**src/rtl/csu_pkg.sv**
```systemverilog
package csu_pkg;
  localparam int unsigned NUM_GP    = 2;
  localparam int unsigned NUM_TGT   = 9;
  localparam int unsigned STRETCH_W = 2;

  typedef enum int unsigned {
    T_REGS = 0, T_RAM = 1, T_BOOT = 2, T_EEPROM = 3, T_ROM = 4,
    T_IO = 5, T_GP1 = 6, T_GP2 = 7, T_PROG = 8
  } tgt_e;

  typedef struct packed {
    logic                 io_en;
    logic                 io_act_high;
    logic                 io_base;
    logic                 io_size;
    logic                 prio;
    logic                 prog_en;
    logic [1:0]           prog_size;
  } ctl_t;

  typedef struct packed {
    logic                 act_high;
    logic                 e_qual;
    logic                 follow;
    logic [2:0]           size_code;
    logic [STRETCH_W-1:0] stretch;
  } gp_cfg_t;

  typedef struct packed {
    logic [NUM_GP-1:0]    gp_en;
    logic                 gp2_to_prog;
    logic                 gp1_to_gp2;
    logic                 gp1_to_prog;
  } route_t;

  // rank -> target; priority 1 lifts I/O and GP above EEPROM/ROM
  function automatic int unsigned rank_to_tgt(input logic prio, input int unsigned rank);
    int unsigned t;
    t = rank;
    if (prio) begin
      case (rank)
        3: t = T_IO;
        4: t = T_GP1;
        5: t = T_GP2;
        6: t = T_EEPROM;
        7: t = T_ROM;
        default: t = rank;
      endcase
    end
    return t;
  endfunction
endpackage

```
**src/rtl/csu_regs.sv**
```systemverilog
module csu_regs
  import csu_pkg::*;
#(
  parameter int unsigned REG_AW = 3,
  parameter int unsigned DATA_W = 8
) (
  input  logic                         clk_i,
  input  logic                         rst_ni,
  input  logic                         we_i,
  input  logic [REG_AW-1:0]            addr_i,
  input  logic [DATA_W-1:0]            wdata_i,
  output ctl_t                         ctl_o,
  output logic [NUM_GP-1:0][DATA_W-1:0] gp_base_o,
  output gp_cfg_t [NUM_GP-1:0]         gp_cfg_o,
  output route_t                       route_o
);
  localparam int unsigned A_CTL   = 0;
  localparam int unsigned A_ROUTE = 1 + 2 * NUM_GP;

  always_ff @(posedge clk_i or negedge rst_ni) begin
    if (!rst_ni) begin
      ctl_o   <= '0;
      route_o <= '0;
    end else if (we_i) begin
      if (addr_i == REG_AW'(A_CTL))   ctl_o <= ctl_t'(wdata_i);
      if (addr_i == REG_AW'(A_ROUTE))
        route_o <= '{gp_en: wdata_i[5:4], gp2_to_prog: wdata_i[2],
                     gp1_to_gp2: wdata_i[1], gp1_to_prog: wdata_i[0]};
    end
  end

  for (genvar g = 0; g < NUM_GP; g++) begin : g_gp_regs
    always_ff @(posedge clk_i or negedge rst_ni) begin
      if (!rst_ni) begin
        gp_base_o[g] <= '0;
        gp_cfg_o[g]  <= '0;
      end else if (we_i) begin
        if (addr_i == REG_AW'(1 + 2 * g)) gp_base_o[g] <= wdata_i;
        if (addr_i == REG_AW'(2 + 2 * g)) gp_cfg_o[g]  <= gp_cfg_t'(wdata_i);
      end
    end
  end
endmodule

```
**src/rtl/csu_page_match.sv**
```systemverilog
module csu_page_match #(
  parameter int unsigned PAGE_W = 8,
  parameter int unsigned CODE_W = 4
) (
  input  logic [PAGE_W-1:0] page_i,
  input  logic [PAGE_W-1:0] base_i,
  input  logic [CODE_W-1:0] code_i,
  output logic              hit_o
);
  logic [PAGE_W-1:0] mask;
  // region of 2^code pages, aligned: low code bits are don't-care
  assign mask  = {PAGE_W{1'b1}} << code_i;
  assign hit_o = ((page_i ^ base_i) & mask) == '0;
endmodule

```
**src/rtl/csu_arbiter.sv**
```systemverilog
module csu_arbiter
  import csu_pkg::*;
(
  input  logic               prio_i,
  input  logic [NUM_TGT-1:0] req_i,
  output logic [NUM_TGT-1:0] grant_o
);
  always_comb begin
    logic        found;
    int unsigned t;
    found   = 1'b0;
    grant_o = '0;
    for (int unsigned r = 0; r < NUM_TGT; r++) begin
      t = rank_to_tgt(prio_i, r);
      if (!found && req_i[t]) begin
        grant_o[t] = 1'b1;
        found      = 1'b1;
      end
    end
  end
endmodule

```
**src/rtl/csu_stretch.sv**
```systemverilog
module csu_stretch
  import csu_pkg::*;
#(
  parameter int unsigned SW = STRETCH_W
) (
  input  logic                       clk_i,
  input  logic                       rst_ni,
  input  logic [NUM_GP-1:0]          start_i,
  input  logic [NUM_GP-1:0][SW-1:0]  len_i,
  output logic                       stretch_o
);
  logic [SW-1:0] cnt_q, cnt_d, len_sel;
  logic          any_start;

  always_comb begin
    any_start = |start_i;
    len_sel   = '0;
    for (int i = 0; i < NUM_GP; i++)
      if (start_i[i]) len_sel = len_i[i];
    if (any_start)         cnt_d = (len_sel == '0) ? '0 : len_sel - SW'(1);
    else if (cnt_q != '0)  cnt_d = cnt_q - SW'(1);
    else                   cnt_d = '0;
    stretch_o = (any_start && len_sel != '0) || cnt_q != '0;
  end

  always_ff @(posedge clk_i or negedge rst_ni) begin
    if (!rst_ni) cnt_q <= '0;
    else         cnt_q <= cnt_d;
  end

  assert_stretch_dec_R8: assert property (@(posedge clk_i) disable iff (!rst_ni)
    (cnt_q != '0 && !any_start) |=> (cnt_q == $past(cnt_q) - SW'(1)));
endmodule

```
**src/rtl/chip_select_unit.sv**
```systemverilog
module chip_select_unit
  import csu_pkg::*;
#(
  parameter int unsigned PAGE_W = 8,
  parameter int unsigned REG_AW = 3,
  parameter int unsigned INT_N  = 5
) (
  input  logic              clk_i,
  input  logic              rst_ni,
  input  logic              cfg_we_i,
  input  logic [REG_AW-1:0] cfg_addr_i,
  input  logic [PAGE_W-1:0] cfg_wdata_i,
  input  logic [PAGE_W-1:0] addr_hi_i,
  input  logic              addr_valid_i,
  input  logic              e_clk_i,
  input  logic [NUM_GP-1:0] win_hit_i,
  input  logic [INT_N-1:0]  int_hit_i,
  output logic              io_cs_o,
  output logic              prog_cs_o,
  output logic [NUM_GP-1:0] gp_cs_o,
  output logic              stretch_o
);
  localparam int unsigned CODE_W = $clog2(PAGE_W + 1);
  localparam logic [PAGE_W-1:0] IO_BASE_LO = PAGE_W'(8'h02);
  localparam logic [PAGE_W-1:0] IO_BASE_HI = PAGE_W'(8'h04);
  localparam logic [PAGE_W-1:0] PROG_TOP   = {PAGE_W{1'b1}};
  localparam int unsigned       PROG_CODE0 = PAGE_W - 3;   // 8K of 64K

  ctl_t                          ctl;
  route_t                        route;
  gp_cfg_t [NUM_GP-1:0]          gp_cfg;
  logic [NUM_GP-1:0][PAGE_W-1:0] gp_base;

  csu_regs #(.REG_AW(REG_AW), .DATA_W(PAGE_W)) u_regs (
    .clk_i, .rst_ni, .we_i(cfg_we_i), .addr_i(cfg_addr_i), .wdata_i(cfg_wdata_i),
    .ctl_o(ctl), .gp_base_o(gp_base), .gp_cfg_o(gp_cfg), .route_o(route)
  );

  // input capture
  logic [PAGE_W-1:0] page_q;
  logic              av_q, e_q;
  logic [NUM_GP-1:0] win_q;
  logic [INT_N-1:0]  int_q;

  always_ff @(posedge clk_i or negedge rst_ni) begin
    if (!rst_ni) begin
      page_q <= '0; av_q <= 1'b0; e_q <= 1'b0; win_q <= '0; int_q <= '0;
    end else begin
      page_q <= addr_hi_i; av_q <= addr_valid_i; e_q <= e_clk_i;
      win_q  <= win_hit_i; int_q <= int_hit_i;
    end
  end

  // region decode
  logic io_hit, prog_hit;
  logic [NUM_GP-1:0] gp_req;

  csu_page_match #(.PAGE_W(PAGE_W), .CODE_W(CODE_W)) u_io_match (
    .page_i(page_q), .base_i(ctl.io_base ? IO_BASE_HI : IO_BASE_LO),
    .code_i(CODE_W'(ctl.io_size)), .hit_o(io_hit)
  );

  csu_page_match #(.PAGE_W(PAGE_W), .CODE_W(CODE_W)) u_prog_match (
    .page_i(page_q), .base_i(PROG_TOP),
    .code_i(CODE_W'(PROG_CODE0) + CODE_W'(ctl.prog_size)), .hit_o(prog_hit)
  );

  for (genvar g = 0; g < NUM_GP; g++) begin : g_gp
    logic hit;
    csu_page_match #(.PAGE_W(PAGE_W), .CODE_W(CODE_W)) u_match (
      .page_i(page_q), .base_i(gp_base[g]),
      .code_i(CODE_W'(gp_cfg[g].size_code)), .hit_o(hit)
    );
    assign gp_req[g] = route.gp_en[g] & (gp_cfg[g].e_qual ? e_q : av_q)
                     & (hit | (gp_cfg[g].follow & win_q[g]));
  end

  // arbitration
  logic [NUM_TGT-1:0] req, grant;
  always_comb begin
    req          = '0;
    req[INT_N-1:0] = int_q;
    req[T_IO]    = ctl.io_en & av_q & io_hit;
    req[T_GP1]   = gp_req[0];
    req[T_GP2]   = gp_req[1];
    req[T_PROG]  = ctl.prog_en & av_q & prog_hit;
  end

  csu_arbiter u_arb (.prio_i(ctl.prio), .req_i(req), .grant_o(grant));

  // OR routing onto pins
  logic gp1_routed, gp2_or, prog_act, io_act;
  logic [NUM_GP-1:0] gp_act, gp_idle;
  assign gp1_routed = route.gp1_to_prog | route.gp1_to_gp2;
  assign gp2_or     = grant[T_GP2] | (route.gp1_to_gp2 & ~route.gp1_to_prog & grant[T_GP1]);
  assign prog_act   = grant[T_PROG] | (route.gp1_to_prog & grant[T_GP1])
                    | (route.gp2_to_prog & gp2_or);
  assign gp_act[0]  = grant[T_GP1] & ~gp1_routed;
  assign gp_act[1]  = gp2_or & ~route.gp2_to_prog;
  assign io_act     = grant[T_IO];

  assign io_cs_o   = ctl.io_act_high ? io_act : ~io_act;
  assign prog_cs_o = ~prog_act;
  for (genvar g = 0; g < NUM_GP; g++) begin : g_pin
    assign gp_idle[g] = ~gp_cfg[g].act_high;
    assign gp_cs_o[g] = gp_act[g] ^ gp_idle[g];
  end

  // stretch on first winning cycle of a GP select
  logic [NUM_GP-1:0] gp_win, gp_win_q;
  logic [NUM_GP-1:0][STRETCH_W-1:0] gp_len;
  assign gp_win = grant[T_GP2:T_GP1];
  for (genvar g = 0; g < NUM_GP; g++) begin : g_len
    assign gp_len[g] = gp_cfg[g].stretch;
  end

  always_ff @(posedge clk_i or negedge rst_ni) begin
    if (!rst_ni) gp_win_q <= '0;
    else         gp_win_q <= gp_win;
  end

  csu_stretch u_stretch (
    .clk_i, .rst_ni, .start_i(gp_win & ~gp_win_q), .len_i(gp_len), .stretch_o(stretch_o)
  );

  assert_grant_onehot_R10: assert property (@(posedge clk_i) disable iff (!rst_ni)
    $onehot0(grant));
  assert_grant_req_R10: assert property (@(posedge clk_i) disable iff (!rst_ni)
    (grant & ~req) == '0);
  assert_int_block_R10: assert property (@(posedge clk_i) disable iff (!rst_ni)
    (|int_q[2:0]) |-> (io_cs_o == ~ctl.io_act_high && prog_cs_o && gp_cs_o == gp_idle));
  assert_prio0_ext_R10: assert property (@(posedge clk_i) disable iff (!rst_ni)
    (!ctl.prio && (|int_q[4:3])) |-> (gp_cs_o == gp_idle));
  assert_io_off_R2: assert property (@(posedge clk_i) disable iff (!rst_ni)
    !ctl.io_en |-> (io_cs_o == ~ctl.io_act_high));
endmodule

```
**config.mk**
```make
export PLATFORM = sky130hd
export DESIGN_NAME = chip_select_unit
export DESIGN_NICKNAME = d
export VERILOG_FILES = /design/src/rtl/csu_pkg.sv /design/src/rtl/csu_regs.sv /design/src/rtl/csu_page_match.sv /design/src/rtl/csu_arbiter.sv /design/src/rtl/csu_stretch.sv /design/src/rtl/chip_select_unit.sv
export SDC_FILE = /design/constraint.sdc
export NUM_CORES = 1
export LEC_CHECK = 0
export BUFFER_PORTS_ARGS = -buffer_cell sky130_fd_sc_hd__buf_2
export CAP_MARGIN = 5
export CORE_UTILIZATION = 52
export DETAILED_ROUTE_END_ITERATION = 8
export PLACE_DENSITY = 0.75
export SYNTH_ARGS = -nofsm -noshare
export SYNTH_HDL_FRONTEND = slang
export SYNTH_SLANG_ARGS = --single-unit
```
**constraint.sdc**
```tcl
create_clock -name clk_i -period 1.9 [get_ports clk_i]
set_input_delay 0.19 -clock clk_i [delete_from_list [all_inputs] [get_ports clk_i]]
set_output_delay 0.19 -clock clk_i [all_outputs]
set_load 0.01 [all_outputs]
```
Word-level counts from Yosys, hierarchy flattened
Cells that the tools add are included.

Register bits: 66. Latch bits: 0. Memory bits (writable): 0. Bits in read-only memories: 0. Input bits: 31. Output and inout port bits: 5. Logic and storage cells: 187. Memories kept: 0.

Add/subtract/negate cells: 3. $mul: 0. Divide/modulo/power cells: 0. Magnitude comparators: 10. Eq/ne operators: 5. Shift-type cells: 4. Multiplexer cells: 51. Bitwise logic cells: 46. Reduce and logical (&&, ||, !) cells: 38.

Operators with widths (count): two-way mux 9 bit (6); bitwise OR 9 bit (4); bitwise AND 8 bit (4); logical NOT 8 bit (4); < comparator 3 x 5 -> 1 bit, second input constant (5); two-way mux 1 bit (22); binary-select mux 1 bit (select 4 bit) (5); demux 1 bit (select 4 bit) (5); two-way mux 2 bit (9); bitwise AND 1 bit (16); left shift 8 x 3 -> 8 bit, first input constant (2); bitwise XOR 8 bit (2); >= comparator 3 x 1 -> 1 bit, second input constant (5); logical AND 1 bit (14); two-way mux 3 bit (4); AND reduction 2 bit (6); bitwise OR 3 x 9 -> 9 bit (1); logical NOT 1 bit (8); inverter 8 bit (1); left shift 8 x 1 -> 8 bit, first input constant (1); left shift 8 x 4 -> 8 bit, first input constant (1); bitwise XOR 8 x 3 -> 8 bit (1); inverter 1 bit (7); == test 3 x 2 -> 1 bit, second input constant (2); other kinds (13) (22).

Logic depth before layout (Yosys ltp)
Gate-level depths: netlist of run 1.

Depth after elaboration: 31. Gate-level depth with buffers: 6. Gate-level depth less buffers: 6.

By module
From an unflattened synthesis of run 1, not the netlist that was laid out.

Cells, all modules: 242. Area, all modules: 3258.1 sq um.

Modules (own cells, without submodules): csu_regs (times used 1, cells an instance 99, area each 1730.4 sq um, seq. area each 1126.1 sq um); chip_select_unit (times used 1, cells an instance 44, area each 644.4 sq um, seq. area each 475.5 sq um); csu_page_match (times used 4, cells an instance 17, area each 153.9 sq um, seq. area each 0.0 sq um); csu_stretch (times used 1, cells an instance 15, area each 142.6 sq um, seq. area each 50.0 sq um); csu_arbiter (times used 1, cells an instance 16, area each 125.1 sq um, seq. area each 0.0 sq um).

Worst setup path after synthesis of run 1
Ideal clock, no wire load.

Kind: register -> output. Start point: reg u_regs.gp_cfg_o[6] (netlist name). End point: out prog_cs_o. Data arrival time: 1.922 ns. Data required time: 1.710 ns. Slack: -0.212 ns. Cell stages (with the launch flop): 7. Path buffers: 0. Cell sequence: dfrtp_1 -> mux2_4 -> nand2_2 -> or4_4 -> o21a_4 -> mux2_4 -> a22oi_2.

Word-level cells in the longest chain between the ends: 25. Elaborated cells between the ends (all ways): 46. Those cells by class: mux (22); bitwise (13); reduce/logical (11).

Ends and longest elaborated chain: start: declaration (line csu_regs.sv:14) `output gp_cfg_t [NUM_GP-1:0] gp_cfg_o,`; start signal: indexed assignment (line csu_regs.sv:39) `if (addr_i == REG_AW'(2 + 2 * g)) gp_cfg_o[g] <= gp_cfg_t'(wdata_i);`; two-way mux 1 bit (*) (line chip_select_unit.sv:74) `assign gp_req[g] = route.gp_en[g] & (gp_cfg[g].e_qual ? e_q : av_q)`; bitwise AND 1 bit (*) (line chip_select_unit.sv:74); bitwise AND 1 bit (*) (line chip_select_unit.sv:75) `& (hit | (gp_cfg[g].follow & win_q[g]));`; binary-select mux 1 bit (select 4 bit) (line csu_arbiter.sv:15) `if (!found && req_i[t]) begin`; two-way mux 1 bit (not written as such) (line csu_arbiter.sv:15); logical AND 1 bit (line csu_arbiter.sv:15); two-way mux 1 bit (line csu_arbiter.sv:15); logical NOT 1 bit (line csu_arbiter.sv:15); [... 9 more ...]; logical AND 1 bit (line csu_arbiter.sv:15); two-way mux 9 bit or two-way mux 1 bit (tied branches) (line csu_arbiter.sv:15); two-way mux 9 bit (*) (line csu_arbiter.sv:15); bitwise AND 1 bit or logical AND 1 bit (tied branches) (line chip_select_unit.sv:95, csu_arbiter.sv:15); bitwise OR 1 bit or two-way mux 9 bit (tied branches) (line chip_select_unit.sv:95, csu_arbiter.sv:15); bitwise AND 1 bit or bitwise OR 1 bit (tied branches) (line chip_select_unit.sv:97, chip_select_unit.sv:96); bitwise OR 1 bit (*) (line chip_select_unit.sv:97) `| (route.gp2_to_prog & gp2_or);`; inverter 1 bit (*) (line chip_select_unit.sv:103) `assign prog_cs_o = ~prog_act;`; end: declaration (line chip_select_unit.sv:19) `output logic prog_cs_o,`.

Mark *: on every way between the ends. The rest lies on a longest branch, timed or not. The select of a mux whose other input is x is not followed.

Final worst setup path of run 1
Start point: reg u_regs.gp_base_o[6] (netlist name). End point: out stretch_o.

Word-level cells in the longest chain between the ends: 28. Elaborated cells between the ends (all ways): 45. Those cells by class: mux (22); bitwise (9); reduce/logical (14).

Ends and longest elaborated chain: start: declaration (line csu_regs.sv:13) `output logic [NUM_GP-1:0][DATA_W-1:0] gp_base_o,`; start signal: indexed assignment (line csu_regs.sv:38) `if (addr_i == REG_AW'(1 + 2 * g)) gp_base_o[g] <= wdata_i;`; bitwise XOR 8 bit (*) (line csu_page_match.sv:13) `assign hit_o = ((page_i ^ base_i) & mask) == '0;`; bitwise AND 8 bit (*) (line csu_page_match.sv:13); logical NOT 8 bit (*) (line csu_page_match.sv:13); bitwise OR 1 bit (*) (line chip_select_unit.sv:75); bitwise AND 1 bit (*) (line chip_select_unit.sv:75); binary-select mux 1 bit (select 4 bit) (line csu_arbiter.sv:15); two-way mux 1 bit (not written as such) (line csu_arbiter.sv:15); logical AND 1 bit (line csu_arbiter.sv:15); [... 10 more ...]; logical NOT 1 bit (line csu_arbiter.sv:15); logical AND 1 bit (line csu_arbiter.sv:15); two-way mux 9 bit (*) (2 in series) (line csu_arbiter.sv:15); bitwise AND 2 bit (*) (line chip_select_unit.sv:123) `.clk_i, .rst_ni, .start_i(gp_win & ~gp_win_q), .len_i(gp_len), .stretch_o(stretch_o)`; two-way mux 2 bit (2 in series) (line csu_stretch.sv:19) `if (start_i[i]) len_sel = len_i[i];`; nonzero test 2 bit (line csu_stretch.sv:23) `stretch_o = (any_start && len_sel != '0) || cnt_q != '0;`; logical AND 1 bit (*) (line csu_stretch.sv:23); logical OR 1 bit (*) (line csu_stretch.sv:23); end: declaration (line chip_select_unit.sv:21) `output logic stretch_o`.

Marks and branches as above.

==> results.json, run 1 <==
{
  "finalInstanceArea_sq_mm": 0.00406,
  "place_hpwl_microns": 4730,
  "wl_per_cell_microns": 17.7,
  "syn_inst": 226,
  "clock_sinks": 66,
  "clk_latency_ps": 350,
  "coreArea_sq_mm": 0.00554,
  "clock_path_buffers": 2,
  "start_util": 0.540,
  "fp-row-count": 27,
  "synth-seq-cells": 66,
  "io_buffer_count": 35,
  "max_freq_mhz": 385,
  "yosys_most_used_dff": "dfrtp_1",
  "syn_to_final_growth_pct": 35.6,
  "synth_top_area_frac": 0.552,
  "synth_largest_area_cell": "dfrtp_1",
  "fin_nets": 357,
  "htreeDepth": 3,
  "cp_max_fo": 4,
  "fin_crit_sh": 1.37,
  "first_pass_iters": 4,
  "powerDensity_mw_per_mm2": 954,
  "worstPathArrival_ps": 2410,
  "cellLeakagePower_nw": 1.78,
  "worstMarginPinSlew_ps": 583,
  "die_h_microns": 77.9,
  "path_buf_inv": 2,
  "wl_met3_microns": 295,
  "finalWeightedCongestion": 0.883,
  "drc": 0,
  "track_usage": 0.260,
  "syn_area_sq_mm": 0.00299,
  "die_area_sq_mm": 0.00606,
  "synth.distinct_cells": 50,
  "n_antenna_cell": 0,
  "io-pin-count": 36,
  "hold_slack_ps": 173,
  "crit_required_ps": 1710,
  "setup_viol": 7,
  "post-synth-top-count-cell": "dfrtp_1",
  "m1WireLength_microns": 3140,
  "path_cells": "xnor2_2 > a31oi_2 > or4_4 > o21a_4 > buf_4 > mux2_4 > nand3_4 > buf_6",
  "finalWorstSetupSlack_ps": -700,
  "viasPerCell": 5.61,
  "cp-start-kind": "flop",
  "yosysWarnings": 0,
  "finalHoldViolations": 0,
  "antenna_found_initial": 0,
  "cp_slowest_stage_delay_ps": 540,
  "status": "complete, but fails checks",
  "rsz0062_at_grt": "true",
  "dpl-instance-area_sq_mm": 0.00354,
  "die_w_microns": 77.9,
  "grt_pass1_wl_microns": 11500,
  "cts_tree": "done",
  "peakVddDrop_uv": 571,
  "drv_cap": 0,
  "crit_slowest_cell": "or4_4",
  "failed_checks": "setup timing",
  "yosysSeqAreaShare": 0.552,
  "highest_layer": "met4",
  "endpoint_kind": "primary output",
  "synth.area.top_cells": "dfrtp_1 55%, mux2_2 18%, xnor2_1 3.8%",
  "vias": 2259,
  "numCtsBuffers": 9,
  "wl_met2_microns": 3500,
  "routed_wl_microns": 7120,
  "grt_max_degree": 67,
  "clock_skew_ps": 4.54,
  "finalMaxSlewViolations": 0,
  "drive_above_1_share": 0.483,
  "clk_pin_slew_worst_paths_ps": 70,
  "synthArstFlopShare": 1.00,
  "grt_pass1_vias": 2268,
  "grt_overflow": 0,
  "synth_edf_count": 0,
  "worst_hold_path_type": "in -> reg",
  "power_mw": 3.87,
  "first_iter_violations": 113,
  "ant_nets": 0,
  "cts-root-buf": "clkbuf_8",
  "finalCriticalPeriod_ps": 2600,
  "relSlewSlack": 0.607,
  "synth.avg_cell_area_sq_um": 13.2,
  "ys_top_cells_by_count": "66 x dfrtp_1, 47 x mux2_2, 13 x xnor2_1",
  "syn_nets": 257,
  "critPathTopFamily": "simple AND/OR/NAND/NOR gates",
  "worstSetupPathType": "reg -> out"
}
what timing repair did:
action                                  CTS  global route
hold buffers                             18             0
cloned                                    0             0
endpoints found under the setup margin    7             8
hold endpoints to repair                 83             0
buffers inserted                          2             3
pin swaps                                 3             4
gates resized for setup                  13             6
routing by layer:
metal / track usage / vias to the layer above
li1: - / 1041
met1: 0.341 / 1137
met2: 0.413 / 65
met3: 0.0424 / 16
met4: 0.138 / 0
met5: 0 / -
kinds of logic (layout without fill, tap and decap cells):
logic type                count (synthesis)  after routing  synth area share
xor gates and xnor gates                 18             18            0.0527
AOI/OAI and AO/OA                        40             40            0.0974
buffers and inverters                     4            109           0.00502
and+or+nand+nor                          47             47            0.0995
muxes                                    51             51             0.194
DFF                                      66             66             0.552
state kept, by name, indices dropped and copies added (netlist names):
name              flops
int_q                 5
av_q                  1
u_stretch.cnt_q       2
u_regs.gp_cfg_o      16
u_regs.gp_base_o     16
u_regs.route_o        5
win_q                 2
page_q                8
u_regs.ctl_o          8
gp_win_q              2
e_q                   1
path summary, 6_finish.rpt:
kind,slack (ps),from,end,cells after the start
min in group asynchronous,390,rst_ni,u_regs.gp_cfg_o[15],3
min reg2reg,500,u_regs.ctl_o[4],u_regs.ctl_o[4],1
min,170,cfg_wdata_i[6],u_regs.gp_base_o[14],2
max reg2reg,-460,u_regs.gp_base_o[6],u_stretch.cnt_q[0],10
max,-700,u_regs.gp_base_o[6],stretch_o,8
max in group asynchronous,1230,rst_ni,page_q[6],3
final cells by class:
| class | count | area (sq um) |
|---|---|---|
| tap | 72 | 90.1 |
| inverter | 2 | 7.51 |
| fill | 407 | 1480 |
| sequential | 66 | 1650 |
| multi-input combinational | 156 | 1430 |
| timing repair buffer | 91 | 674 |
| clock buffer | 11 | 151 |
| clock inverter | 5 | 52.6 |
power breakdown:
part	internal, mW	switching [mW]
sequential	1.64	0.182
clock	0.670	0.535
combinational	0.494	0.354
total	2.80	1.07
stage by stage:
| step | worst slack [ps] | TNS, ps | instances | util |
|---|---|---|---|---|
| finish | -700 | -3940 | 403 | 0.732 |
| global route | -809 | -4600 | 403 | 0.732 |
| CTS | -708 | -3690 | 400 | 0.723 |
| detailed placement | -358 | -1710 | 364 | 0.639 |
| global placement | -298 | -1450 | 364 | 0.639 |
| floorplan | -165 | -303 | 226 | - |
layout by cell type (no fill, tap or decap), types with 3 or more instances in the layout:
master	instances
clkinv_2	3
nor3b_1	4
mux2_2	46
nor3_1	5
dfrtp_1	66
o21a_1	4
o21ai_0	6
nand2b_1	3
nor2_1	7
mux2_4	3
nand2_1	3
buf_4	33
buf_2	34
xor2_1	4
clkbuf_8	11
a21oi_1	6
xnor2_1	12
buf_6	5
dlygate4sd3_1	18
Power figures use the tool's default switching activity.
==> run 2: changes to the inputs <==
CELL_PAD_IN_SITES_DETAIL_PLACEMENT = 2   (was default)
CELL_PAD_IN_SITES_GLOBAL_PLACEMENT = 2   (was default)
CORE_UTILIZATION = 36   (was 52)
PLACE_DENSITY = default   (was 0.75)
PLACE_DENSITY_LB_ADDON = 0.1   (was default)
RECOVER_POWER = 100   (was default)
==> results.json, run 2 (synthesis gave the netlist of run 1 again) <==
{
  "p_int_mw": 2.62,
  "clock_path_buffers": 2,
  "status": "complete, but fails checks",
  "place_hpwl_microns": 6280,
  "htreeDepth": 3,
  "worst_hold_path_type": "in -> reg",
  "ant_nets": 0,
  "track_usage": 0.227,
  "start_util": 0.379,
  "cp-start-kind": "flop",
  "final_common_cell": "dfrtp_1",
  "crit_required_ps": 1710,
  "finalCriticalPeriod_ps": 2670,
  "cts-root-buf": "clkbuf_8",
  "drc": 0,
  "finalWeightedCongestion": 0.820,
  "p_clk_frac": 0.283,
  "numCtsBuffers": 9,
  "dpl-instance-area_sq_mm": 0.00358,
  "routed_wl_microns": 9000,
  "most-common-layout-cells": "65 x dfrtp_1, 46 x mux2_2, 31 x buf_2, 27 x buf_4, 18 x dlygate4sd3_1",
  "die_h_microns": 93.2,
  "rsz0062_at_grt": "true",
  "clk_pin_slew_worst_paths_ps": 80,
  "top_regs": "u_regs.gp_base_o x16, u_regs.gp_cfg_o x16",
  "cts_tree": "done",
  "endpoint_kind": "primary output",
  "die_w_microns": 93.2,
  "failed_checks": "setup timing",
  "setup_viol": 8,
  "p_switching_mw": 1.21,
  "r2r_cells": 9,
  "fp-row-count": 32,
  "switching_share": 0.316,
  "power_mw": 3.83,
  "grt_max_degree": 49,
  "vias": 2272,
  "finalWorstSetupSlack_ps": -770,
  "clock_skew_ps": 12.1,
  "cp_max_fo": 3,
  "io-pin-count": 36,
  "fillers": 776,
  "fin_nets": 356,
  "max_freq_mhz": 374,
  "worstMarginPinSlew_ps": 1130,
  "worstSetupPathType": "reg -> out",
  "first_pass_iters": 4,
  "grt_pass1_vias": 2588,
  "drive_above_1_share": 0.464,
  "peakVddDrop_uv": 505,
  "finalInstanceArea_sq_mm": 0.00405,
  "relSlewSlack": 0.245,
  "r2r_slack_ps": -400,
  "wl_per_cell_microns": 20.8,
  "hold_path_depth": 2,
  "powerDensity_mw_per_mm2": 945,
  "sequentialPowerShare": 0.481,
  "die_area_sq_mm": 0.00868,
  "cellLeakagePower_nw": 1.72,
  "io_buffer_count": 35,
  "n_antenna_cell": 0,
  "finalMaxSlewViolations": 0,
  "viasPerCell": 5.26,
  "grt_pass1_wl_microns": 14100,
  "fin_crit_sh": 1.41,
  "antenna_found_initial": 0,
  "clk_latency_ps": 350,
  "syn_to_final_growth_pct": 35.4,
  "clock_sinks": 66,
  "worstPathArrival_ps": 2480,
  "first_iter_violations": 55,
  "drv_cap": 0,
  "finalHoldViolations": 0,
  "coreArea_sq_mm": 0.00789,
  "power_frac_comb": 0.236,
  "grt_overflow": 0
}
-- run 2: worst max-delay path: stages (launching register included) --
cell and delay (ps):
dfrtp_2 460, xnor2_4 230, a31oi_4 60, or4_4 530
o21a_4 230, mux2_4 300, a22oi_2 170, buf_2 160
-- run 2: final timing paths --
check                                   startpoint             endpoint
worst max register to register           page_q[6]   u_stretch.cnt_q[0]
worst max-delay path                     page_q[6]            prog_cs_o
max in group asynchronous                   rst_ni            page_q[6]
worst min-delay path                cfg_wdata_i[4]      u_regs.ctl_o[4]
min in group asynchronous                   rst_ni  u_regs.gp_base_o[3]
worst min register to register  u_regs.gp_cfg_o[1]   u_regs.gp_cfg_o[1]
-- run 2: power by group through the flow --
stage | Clock (mW) | Sequential (mW) | Combinational (mW)
3_3_place_gp | 0 | 1.83 | 0.786
3_5_place_dp | 0 | 1.84 | 0.816
4_1_cts | 1.12 | 1.83 | 0.880
2_1_floorplan | 0 | 1.80 | 0.485
6_report | 1.08 | 1.84 | 0.906
5_1_grt | 1.17 | 1.87 | 0.982
-- run 2: repair_timing --
| action | 4_1_cts | 5_1_grt |
|---|---|---|
| buffers inserted | 3 | 0 |
| endpoints found under the setup margin | 8 | 8 |
| resized for setup | 16 | 9 |
| endpoints found under the hold margin | 35 | 0 |
| hold buffers | 18 | 0 |
| pin swaps | 4 | 4 |
-- run 2: stage by stage --
step	setup WS (ps)	cells	TNS, ps	hold slack [ps]	util
floorplan	-165	226	-303	-106	-
global placement	-409	395	-1940	177	0.454
detailed placement	-449	395	-2380	184	0.454
CTS	-766	432	-4070	161	0.514
global route	-855	432	-4860	173	0.514
finish	-770	432	-4110	174	0.514
-- run 2: metal layers --
metal	up-vias	global-route usage	routed length [microns]
met1	1182	0.276	3970
li1	1042	-	-
met2	35	0.402	4630
met3	13	0.0455	215
met4	0	0.0705	189
met5	-	0	0
-- run 2: area by class of cell --
cell class / count / area (sq um) / share of cell area
multi-input combinational: 156 / 1460 / 0.359
clock buffer: 9 / 124 / 0.0306
tap: 102 / 128 / 0.0315
sequential: 66 / 1650 / 0.408
inverter: 2 / 7.51 / 0.00185
clock inverter: 7 / 53.8 / 0.0133
timing repair buffer: 90 / 629 / 0.155
